$ cat src/rtl/pwc_pkg.sv
// Package: shared types for the page write commit block.
// Assumes: nothing beyond IEEE 1800-2017.
package pwc_pkg;
    typedef enum logic {
        PH_COLLECT = 1'b0,
        PH_COMMIT  = 1'b1
    } phase_e;
endpackage

$ cat src/rtl/pwc_addr_ctr.sv
// Word address counter with in-page wrap.
// A load replaces the whole address. A step advances only the low OFFS_W bits
// and leaves the page bits untouched.
// Assumes: load and step are already gated by the caller against busy.
module pwc_addr_ctr #(
    parameter int ADDR_W = 16,
    parameter int OFFS_W = 7
) (
    input  logic              clk,
    input  logic              rst_n,
    input  logic              load,
    input  logic [ADDR_W-1:0] load_addr,
    input  logic              step,
    output logic [ADDR_W-1:0] addr
);
    logic [ADDR_W-1:0] addr_q;

    // Load, or advance the in-page offset with wrap.
    always_ff @(posedge clk) begin
        if (!rst_n) begin
            addr_q <= '0;
        end else if (load) begin
            addr_q <= load_addr;
        end else if (step) begin
            addr_q[OFFS_W-1:0] <= addr_q[OFFS_W-1:0] + 1'b1;
        end
    end

    assign addr = addr_q;
endmodule

$ cat src/rtl/pwc_page_buf.sv
// One-page staging buffer with a valid flag per byte.
// Writes mark an entry valid, and clear drops every valid flag. The read port is
// combinational, for the commit walk.
// Assumes: wr_en and clr are never high together.
module pwc_page_buf #(
    parameter int DATA_W = 8,
    parameter int OFFS_W = 7
) (
    input  logic              clk,
    input  logic              rst_n,
    input  logic              wr_en,
    input  logic [OFFS_W-1:0] wr_off,
    input  logic [DATA_W-1:0] wr_data,
    input  logic              clr,
    input  logic [OFFS_W-1:0] rd_off,
    output logic [DATA_W-1:0] rd_data,
    output logic              rd_valid,
    output logic              any_valid
);
    localparam int DEPTH = 1 << OFFS_W;

    logic [DATA_W-1:0] mem_q [DEPTH];
    logic [DEPTH-1:0]  vld_q;

    for (genvar g = 0; g < DEPTH; g++) begin : g_entry
        // Hold the byte for one offset.
        always_ff @(posedge clk) begin
            if (wr_en && wr_off == OFFS_W'(g)) begin
                mem_q[g] <= wr_data;
            end
        end

        // Track whether this offset was written in the current transfer.
        always_ff @(posedge clk) begin
            if (!rst_n || clr) begin
                vld_q[g] <= 1'b0;
            end else if (wr_en && wr_off == OFFS_W'(g)) begin
                vld_q[g] <= 1'b1;
            end
        end
    end

    assign rd_data   = mem_q[rd_off];
    assign rd_valid  = vld_q[rd_off];
    assign any_valid = |vld_q;
endmodule

$ cat src/rtl/pwc_commit_timer.sv
// Commit sequencer.
// Start raises busy for COMMIT_CYCLES clocks. During the first 2^OFFS_W of those
// clocks it presents one scan offset per clock, in ascending order.
// Assumes: COMMIT_CYCLES >= 1; a value below 2^OFFS_W truncates the walk.
module pwc_commit_timer
    import pwc_pkg::*;
#(
    parameter int COMMIT_CYCLES = 200,
    parameter int OFFS_W        = 7
) (
    input  logic              clk,
    input  logic              rst_n,
    input  logic              start,
    output logic              busy,
    output logic              done,
    output logic              scan_live,
    output logic [OFFS_W-1:0] scan_off
);
    localparam int CNT_W = $clog2(COMMIT_CYCLES + 1);

    phase_e             phase_q;
    logic [CNT_W-1:0]   cnt_q;
    logic [OFFS_W:0]    scan_q;

    // Phase and remaining-cycle counter.
    always_ff @(posedge clk) begin
        if (!rst_n) begin
            phase_q <= PH_COLLECT;
            cnt_q   <= '0;
        end else if (phase_q == PH_COLLECT) begin
            if (start) begin
                phase_q <= PH_COMMIT;
                cnt_q   <= CNT_W'(COMMIT_CYCLES - 1);
            end
        end else if (cnt_q == '0) begin
            phase_q <= PH_COLLECT;
        end else begin
            cnt_q <= cnt_q - 1'b1;
        end
    end

    // Scan index over the page offsets.
    always_ff @(posedge clk) begin
        if (!rst_n || start) begin
            scan_q <= '0;
        end else if (scan_live) begin
            scan_q <= scan_q + 1'b1;
        end
    end

    assign busy      = (phase_q == PH_COMMIT);
    assign done      = busy && (cnt_q == '0);
    assign scan_live = busy && !scan_q[OFFS_W];
    assign scan_off  = scan_q[OFFS_W-1:0];
endmodule

$ cat src/rtl/page_write_commit.sv
// Top: page write buffer with timed commit.
// Gates the bus-side strobes with busy, feeds the address counter and the page
// buffer, and drives the array write port from the commit walk.
// Assumes: strobes are single-clock pulses from the slave engine.
// Priority in one clock is addr_load, then byte_vld, then stop_evt.
module page_write_commit #(
    parameter int ADDR_W        = 16,
    parameter int DATA_W        = 8,
    parameter int OFFS_W        = 7,
    parameter int COMMIT_CYCLES = 200
) (
    input  logic              clk,
    input  logic              rst_n,
    input  logic              addr_load,
    input  logic [ADDR_W-1:0] addr_in,
    input  logic              byte_vld,
    input  logic [DATA_W-1:0] byte_data,
    input  logic              stop_evt,
    output logic              busy,
    output logic [ADDR_W-1:0] cur_addr,
    output logic              arr_we,
    output logic [ADDR_W-1:0] arr_addr,
    output logic [DATA_W-1:0] arr_wdata
);
    logic              idle;
    logic              do_load;
    logic              do_step;
    logic              do_start;
    logic              done;
    logic              scan_live;
    logic [OFFS_W-1:0] scan_off;
    logic [DATA_W-1:0] rd_data;
    logic              rd_valid;
    logic              buf_any;

    assign idle     = !busy;
    assign do_load  = idle && addr_load;
    assign do_step  = idle && !addr_load && byte_vld;
    assign do_start = idle && !addr_load && !byte_vld && stop_evt && buf_any;

    pwc_addr_ctr #(
        .ADDR_W (ADDR_W),
        .OFFS_W (OFFS_W)
    ) i_addr (
        .clk       (clk),
        .rst_n     (rst_n),
        .load      (do_load),
        .load_addr (addr_in),
        .step      (do_step),
        .addr      (cur_addr)
    );

    pwc_page_buf #(
        .DATA_W (DATA_W),
        .OFFS_W (OFFS_W)
    ) i_buf (
        .clk       (clk),
        .rst_n     (rst_n),
        .wr_en     (do_step),
        .wr_off    (cur_addr[OFFS_W-1:0]),
        .wr_data   (byte_data),
        .clr       (do_load || done),
        .rd_off    (scan_off),
        .rd_data   (rd_data),
        .rd_valid  (rd_valid),
        .any_valid (buf_any)
    );

    pwc_commit_timer #(
        .COMMIT_CYCLES (COMMIT_CYCLES),
        .OFFS_W        (OFFS_W)
    ) i_timer (
        .clk       (clk),
        .rst_n     (rst_n),
        .start     (do_start),
        .busy      (busy),
        .done      (done),
        .scan_live (scan_live),
        .scan_off  (scan_off)
    );

    assign arr_we    = scan_live && rd_valid;
    assign arr_addr  = {cur_addr[ADDR_W-1:OFFS_W], scan_off};
    assign arr_wdata = rd_data;
endmodule

$ cat config.mk
export PLATFORM = sky130hd
export DESIGN_NAME = page_write_commit
export DESIGN_NICKNAME = d
export VERILOG_FILES = /design/src/rtl/pwc_pkg.sv /design/src/rtl/pwc_addr_ctr.sv /design/src/rtl/pwc_page_buf.sv /design/src/rtl/pwc_commit_timer.sv /design/src/rtl/page_write_commit.sv
export SDC_FILE = /design/constraint.sdc
export NUM_CORES = 1
export LEC_CHECK = 0
export ABC_CLOCK_PERIOD_IN_PS = 6200
export BUFFER_PORTS_ARGS = -buffer_cell sky130_fd_sc_hd__buf_4
export CORE_MARGIN = 2
export CORE_UTILIZATION = 50
export CTS_BUF_LIST = sky130_fd_sc_hd__clkbuf_4 sky130_fd_sc_hd__clkbuf_8
export DETAILED_ROUTE_END_ITERATION = 10
export PLACE_DENSITY = 0.66
export SYNTH_ARGS = -nofsm -noshare
export SYNTH_HDL_FRONTEND = slang
export SYNTH_HIERARCHICAL = 1
export SYNTH_SLANG_ARGS = --single-unit
$ cat constraint.sdc
create_clock -name clk -period 6.2 [get_ports clk]
set_clock_uncertainty 0.1 [all_clocks]
set_input_delay 1.24 -clock clk [delete_from_list [all_inputs] [get_ports clk]]
set_output_delay 1.24 -clock clk [all_outputs]
set_load 0.05 [all_outputs]
==> impl_metrics.yaml, run 1 <==
final_layout:
  fin_nets: 2406
  finish.instance_area_sq_um: 51890
  drive_gt1_frac: 0.3307
  final-instance-count-excl-fill: 3706
  finish.utilization: 0.5669
  final.fill_count: 6704
  area_growth_syn_to_layout_pct: 12.49
yosys:
  synth_edf_count: 1024
  netlist.top_cell.by_area: "sky130_fd_sc_hd__edfxtp_1"
  synth.top_cells.by_area: "sky130_fd_sc_hd__edfxtp_1, sky130_fd_sc_hd__mux4_2, sky130_fd_sc_hd__dfxtp_1, sky130_fd_sc_hd__o21a_1, sky130_fd_sc_hd__nor2_1"
  most_numerous_cell_types_in_the_synthesized_netlist: "sky130_fd_sc_hd__edfxtp_1, sky130_fd_sc_hd__mux4_2, sky130_fd_sc_hd__dfxtp_1, sky130_fd_sc_hd__nor2_1, sky130_fd_sc_hd__o21a_1"
  synth.avg_cell_area_sq_um: 20.99
  ys_ff_latch: 1185
  synth-async-reset-ratio: 0
  syn_inst: 2198
  synth.top_cell.area_share: 0.6666
  part_of_the_yosys_area_used_for_sequential_elements: 0.7365
  syn_nets: 2231
  synth_area_sq_um: 46130
  synthMostInstantiatedCell: "sky130_fd_sc_hd__edfxtp_1"
  synth_ff_type: "sky130_fd_sc_hd__edfxtp_1"
  synth.lib_cells_used.distinct: 47
  yosysWarnings: 6
timing:
  finalCritPeriodShare: 0.9220
  slew_viol_final: 0
  clock.fmax_ghz: 0.1749
  hold_ws_ps: 392.6
  max_slew.worst_pin.slew_ps: 1314
  max_slew_margin: 0.1209
  finalSetupTns_ps: 0
  grt_setup_unrepaired: "false"
  setup-violations-final: 0
  finalHoldViolCount: 0
  finalWorstPathRequiredPeriod_ps: 5717
setup_path:
  timing.critical_path.arrival_ps: 4380
  cp_top_family: "multiplexers"
  ws_path_type: "flop to primary output"
  worstReg2RegEnd: "i_buf/mem_q[34][5]"
  worst_path_most_repeated_cell: "sky130_fd_sc_hd__mux4_2"
  critPathBufInv: 2
  setup.worst_path.start_class: "flop"
  crit_chain: "buf_4, mux4_2, mux4_2, mux4_2, mux2_2, buf_4"
  r2r_slack_ps: 2380
  worstSetupEndpointType: "primary output"
  worst_r2r_path_depth: 3
  crit_fanout: 30
  critPathSlowestCell: "sky130_fd_sc_hd__dfxtp_4"
  cp_slowest_stage_delay_ps: 820
  critical_path.startpoint: "i_timer/scan_q[0]"
  reg2reg_from: "i_addr/addr[1]"
  critical_path_required_ps: 4860
power:
  p_leak_nw: 16.08
  power.share.combinational: 0.025
  net-switching-power_w: 0.003293
  internal-power_w: 0.01243
  power.density_nw_per_um2: 302.9
  clockPowerShare: 0.421
  sw_frac_of_total: 0.2095
  ir_drop_mv: 0.2052
  seq_power_share: 0.554
routing:
  drt-total-wl_mm: 108.1
  routed-via-count: 22993
  route.detailed.drc: 0
  drt_iter0_markers: 2748
  drt_first_pass_iters: 5
  wl_per_cell_um: 29.16
  drtAntennaViolNets: 0
  route.detailed.vias_per_inst: 6.204
status:
  status: "complete, no violations"
clocking:
  cts-htree-levels: 4
  cts_tree: "built"
  clk_transition_reported_paths_ps: 60
  latest_clock_arrival_within_the_worst_skew_pair_ps: 850
  cts_resized: 0
  number_of_clock_sinks: 1185
  count_of_hold_fix_buffers_inserted_at_cts: 0
  tritoncts_buffer_count: 185
  cts_buffer_depth: 3
  clock_tree.root_cell: "sky130_fd_sc_hd__clkbuf_8"
  post_cts.repair.setup_buffers: 0
die:
  die_w_um: 307.7
  num_rows: 111
  initial_core_util: 0.5040
  die_y_um: 307.7
  fp.coreArea_sq_um: 91520
  design.die.area_sq_um: 94700
  io_pins: 71
placement:
  dpl.hpwl_mm: 65.79
  post-place-cells: 3372
  placedInstanceArea_sq_um: 48110
  final_weighted_congestion_in_routability_driven_placement: 0.8445
  numPortBuffers: 70
grt:
  global_route.overflow_total: 0
  number_of_antenna_violations_at_the_first_check_in_global_routing: 4
  grt_use_total: 0.2331
  grt_pass1_wl_mm: 158.5
  largest_net_degree_at_the_start_of_global_routing: 129
  via_count_of_the_first_global_routing_pass: 23833
min_path:
  count_of_cells_along_the_worst_hold_path: 1
  hold_path_startpoint: "i_buf/vld_q[26]"
  worstHoldPathType: "flop to flop"
  worst_hold_path.endpoint: "i_buf/vld_q[26]"
job:
  timing.max_cap.violations: 0
[worst reg2reg max path, delay by kind of cell (launching register included)]
family	cells	cell delay, ps
and+or+nand+nor	3	2580
DFF	1	740
[per-stage QoR]
step,worst slack [ps],total power [W]
finish,483.3,0.01572
global route,279.6,0.01620
CTS,360.1,0.01585
detailed placement,1292,0.009268
global placement,1327,0.009250
floorplan,1528,0.009072
[cells in the final DEF, fill, tap and decap left out, types with 3 or more instances in the layout]
master,count
sky130_fd_sc_hd__clkinvlp_4,4
sky130_fd_sc_hd__mux2_2,9
sky130_fd_sc_hd__nor4_1,35
sky130_fd_sc_hd__dfxtp_4,4
sky130_fd_sc_hd__a21oi_1,6
sky130_fd_sc_hd__or3_1,3
sky130_fd_sc_hd__nand2_1,28
sky130_fd_sc_hd__o21a_1,126
sky130_fd_sc_hd__nor2_1,148
sky130_fd_sc_hd__and2_1,7
sky130_fd_sc_hd__xnor2_1,4
sky130_fd_sc_hd__nor2b_1,14
sky130_fd_sc_hd__clkinv_1,35
sky130_fd_sc_hd__and3_1,3
sky130_fd_sc_hd__buf_4,121
sky130_fd_sc_hd__edfxtp_1,1024
sky130_fd_sc_hd__inv_6,3
sky130_fd_sc_hd__nand4_1,20
sky130_fd_sc_hd__clkinv_8,3
sky130_fd_sc_hd__buf_12,12
sky130_fd_sc_hd__mux4_2,378
sky130_fd_sc_hd__xor2_1,6
sky130_fd_sc_hd__nand2b_1,6
sky130_fd_sc_hd__mux2i_1,12
sky130_fd_sc_hd__inv_1,4
sky130_fd_sc_hd__ha_1,4
sky130_fd_sc_hd__bufinv_16,8
sky130_fd_sc_hd__a31oi_1,3
sky130_fd_sc_hd__dfxtp_1,157
sky130_fd_sc_hd__o21ai_0,9
sky130_fd_sc_hd__clkinv_2,25
sky130_fd_sc_hd__nand3_1,19
sky130_fd_sc_hd__clkbuf_8,200
sky130_fd_sc_hd__clkbuf_4,52
[sequential cells by signal, summed over array words and instances (netlist names)]
signal          flops
i_buf/mem_q      1024
i_buf/vld_q       128
i_addr/addr        16
i_timer/cnt_q       8
i_timer/scan_q      8
i_timer/busy        1
[power groups by stage]
| stage | sequential (W) | combinational (W) | clock, W |
|---|---|---|---|
| 3_5_place_dp | 0.00887 | 0.000400 | 0 |
| 3_3_place_gp | 0.00887 | 0.000384 | 0 |
| 5_1_grt | 0.00870 | 0.000426 | 0.00708 |
| 4_1_cts | 0.00870 | 0.000400 | 0.00675 |
| 6_report | 0.00870 | 0.000400 | 0.00662 |
| 2_1_floorplan | 0.00888 | 0.000194 | 0 |
[routing by layer]
layer | GRT usage | wire [um] | share of wire
met1 | 0.3218 | 44060 | 0.41
met2 | 0.3700 | 52310 | 0.48
met3 | 0.05189 | 8772 | 0.081
met4 | 0.08088 | 2904 | 0.027
met5 | 0 | 14 | 0.00013
[area by class of cell]
cell class | instances | area (sq um) | area share
flip-flops and latches | 1185 | 33990 | 0.6550
well taps | 1186 | 1484 | 0.02860
inverters | 4 | 15.01 | 0.0002894
diodes | 1 | 2.502 | 0.00004823
clock buffers | 252 | 3143 | 0.06057
multi-input cells | 864 | 11470 | 0.2211
clock inverters | 81 | 633.1 | 0.01220
repair buffers | 133 | 1149 | 0.02214
[worst max path at each step]
| stage | to | slack (ps) | cells past startpoint |
|---|---|---|---|
| 2_1_floorplan | arr_we | 1530 | 8 |
| 3_3_place_gp | arr_wdata[0] | 1330 | 6 |
| 3_5_place_dp | arr_wdata[0] | 1290 | 6 |
| 4_1_cts | arr_wdata[0] | 360 | 6 |
| 5_1_grt | arr_wdata[0] | 280 | 6 |
| 6_report | arr_wdata[0] | 480 | 6 |
[cell families after synthesis]
logic type / synth area share
xor+xnor: 0.001899
flops: 0.7365
mux: 0.1894
simple gates: 0.03155
compound gates: 0.02458
fa+ha+maj: 0.001085
buf+inv: 0.01500
No activity file was read; power rests on OpenSTA's default activity.
==> run 2: changes to the inputs <==
--- a/config.mk
+++ b/config.mk
@@ -8,10 +8,10 @@
 export ABC_CLOCK_PERIOD_IN_PS = 6200
 export BUFFER_PORTS_ARGS = -buffer_cell sky130_fd_sc_hd__buf_4
 export CORE_MARGIN = 2
-export CORE_UTILIZATION = 50
+export CORE_UTILIZATION = 65
 export CTS_BUF_LIST = sky130_fd_sc_hd__clkbuf_4 sky130_fd_sc_hd__clkbuf_8
 export DETAILED_ROUTE_END_ITERATION = 10
-export PLACE_DENSITY = 0.66
+export PLACE_DENSITY = 0.82
 export SYNTH_ARGS = -nofsm -noshare
 export SYNTH_HDL_FRONTEND = slang
 export SYNTH_HIERARCHICAL = 1
==> impl_metrics.yaml, run 2 (synthesis results as in run 1) <==
placement:
  final_weighted_congestion_in_routability_driven_placement: 0.9139
  dpl.hpwl_mm: 65.53
  post-place-ws_ps: 1224
  numPortBuffers: 70
clocking:
  clock_tree.root_cell: "sky130_fd_sc_hd__clkbuf_8"
  count_of_hold_fix_buffers_inserted_at_cts: 0
  clk_transition_reported_paths_ps: 60
  cts_tree: "built"
  latest_clock_arrival_within_the_worst_skew_pair_ps: 820
  cts-htree-levels: 4
  cts_resized: 0
  post_cts.repair.setup_buffers: 0
  number_of_clock_sinks: 1185
  cts_buffer_depth: 3
  tritoncts_buffer_count: 179
timing:
  finalCritPeriodShare: 0.9383
  max_slew_margin: 0.08556
  max_slew.worst_pin.slew_ps: 1367
  clock.fmax_ghz: 0.1719
  finalSetupTns_ps: 0
  setup-violations-final: 0
  finalWorstPathRequiredPeriod_ps: 5818
  slew_viol_final: 0
  grt_setup_unrepaired: "false"
  finalHoldViolCount: 0
  final_critical_path_setup_slack_ps: 382.2
die:
  design.die.area_sq_um: 73110
  die_y_um: 270.4
  die_w_um: 270.4
  num_rows: 97
  fp.coreArea_sq_um: 70150
  initial_core_util: 0.6575
  io_pins: 71
job:
  timing.max_cap.violations: 0
power:
  p_leak_nw: 15.80
  ir_drop_mv: 0.2606
  power.density_nw_per_um2: 299.9
routing:
  wl_per_cell_um: 30.95
  route.detailed.vias_per_inst: 6.804
  route.detailed.drc: 0
  drt_first_pass_iters: 8
  drtAntennaViolNets: 0
  drt_iter0_markers: 3291
  drt-total-wl_mm: 106.1
  routed-via-count: 23325
grt:
  via_count_of_the_first_global_routing_pass: 23952
  grt_pass1_wl_mm: 156.4
  number_of_antenna_violations_at_the_first_check_in_global_routing: 2
  global_route.overflow_total: 0
  grt_use_total: 0.2981
  largest_net_degree_at_the_start_of_global_routing: 92
final_layout:
  fin_nets: 2375
  drive_gt1_frac: 0.3197
  max_flop_register: "i_buf/mem_q"
  final.fill_count: 3892
  area_growth_syn_to_layout_pct: 10.81
  largest_reg_flops: 1024
  mostFrequentLayoutCells: "sky130_fd_sc_hd__edfxtp_1, sky130_fd_sc_hd__mux4_2, sky130_fd_sc_hd__clkbuf_8, sky130_fd_sc_hd__dfxtp_1, sky130_fd_sc_hd__nor2_1"
  mostFrequentLayoutCell: "sky130_fd_sc_hd__edfxtp_1"
min_path:
  worstHoldPathType: "flop to flop"
  count_of_cells_along_the_worst_hold_path: 2
setup_path:
  cp_top_family: "multiplexers"
  worst_r2r_path_depth: 3
  path_depth: 6
  critPathSlowestCell: "sky130_fd_sc_hd__dfxtp_4"
  worstSetupEndpointType: "primary output"
  crit_fanout: 33
  ws_path_type: "flop to primary output"
  worst_path_most_repeated_cell: "sky130_fd_sc_hd__mux4_2"
  cp_slowest_stage_delay_ps: 920
  setup.worst_path.start_class: "flop"
  crit_chain: "buf_4, mux4_2, mux4_2, mux4_2, mux2_2, buf_4"
  critical_path_required_ps: 4860
  timing.critical_path.arrival_ps: 4480
  critPathBufInv: 2
status:
  status: "complete, no violations"
[run 2: stage by stage]
stage | total power [W] | area, sq um | util | hold WS [ps] | instances
finish | 0.01533 | 51110 | 0.7286 | 384.3 | 3428
CTS | 0.01539 | 51110 | 0.7286 | 386.2 | 3427
floorplan | 0.009072 | 46130 | - | 337.4 | 2198
global route | 0.01575 | 51110 | 0.7286 | 409.9 | 3428
detailed placement | 0.009264 | 47600 | 0.6786 | 378.5 | 3101
global placement | 0.009241 | 47600 | 0.6786 | 367.4 | 3101
[run 2: final cells by class]
class / instances / area (sq um) / share of cell area
inverters: 4 / 15.01 / 0.0002938
well taps: 940 / 1176 / 0.02301
clock buffers: 236 / 2935 / 0.05743
repair buffers: 108 / 948.4 / 0.01856
flip-flops and latches: 1185 / 33990 / 0.6650
multi-input cells: 864 / 11470 / 0.2245
clock inverters: 90 / 573.1 / 0.01121
diodes: 1 / 2.502 / 0.00004896
[run 2: metal layers]
metal  global-route usage  vias up  part of all wire
li1                     -     9452                 -
met1               0.4161    12029              0.36
met2               0.4679     1585              0.49
met3              0.06597      253              0.11
met4               0.1194        6             0.034
met5             0.007895        -           0.00099
[run 2: final timing paths]
path | end | slack (ps) | start
max reg2reg | i_buf/mem_q[55][7] | 2540 | i_addr/addr[2]
max | arr_wdata[2] | 380 | i_timer/scan_q[0]
min | i_timer/scan_q[7] | 380 | i_timer/scan_q[7]
min reg2reg | i_timer/scan_q[7] | 380 | i_timer/scan_q[7]
[run 2: worst reg2reg max path, cell delays in order (launching register included)]
cell and delay [ps]:
sky130_fd_sc_hd__dfxtp_1 650, sky130_fd_sc_hd__nor2b_1 590, sky130_fd_sc_hd__nand4_1 730, sky130_fd_sc_hd__nor2_1 1190
[run 2: report_power, final]
| part | internal, W | total, W | switching (W) |
|---|---|---|---|
| clock network | 0.00328 | 0.00622 | 0.00295 |
| registers | 0.00867 | 0.00870 | 0.0000301 |
| logic | 0.000120 | 0.000401 | 0.000281 |
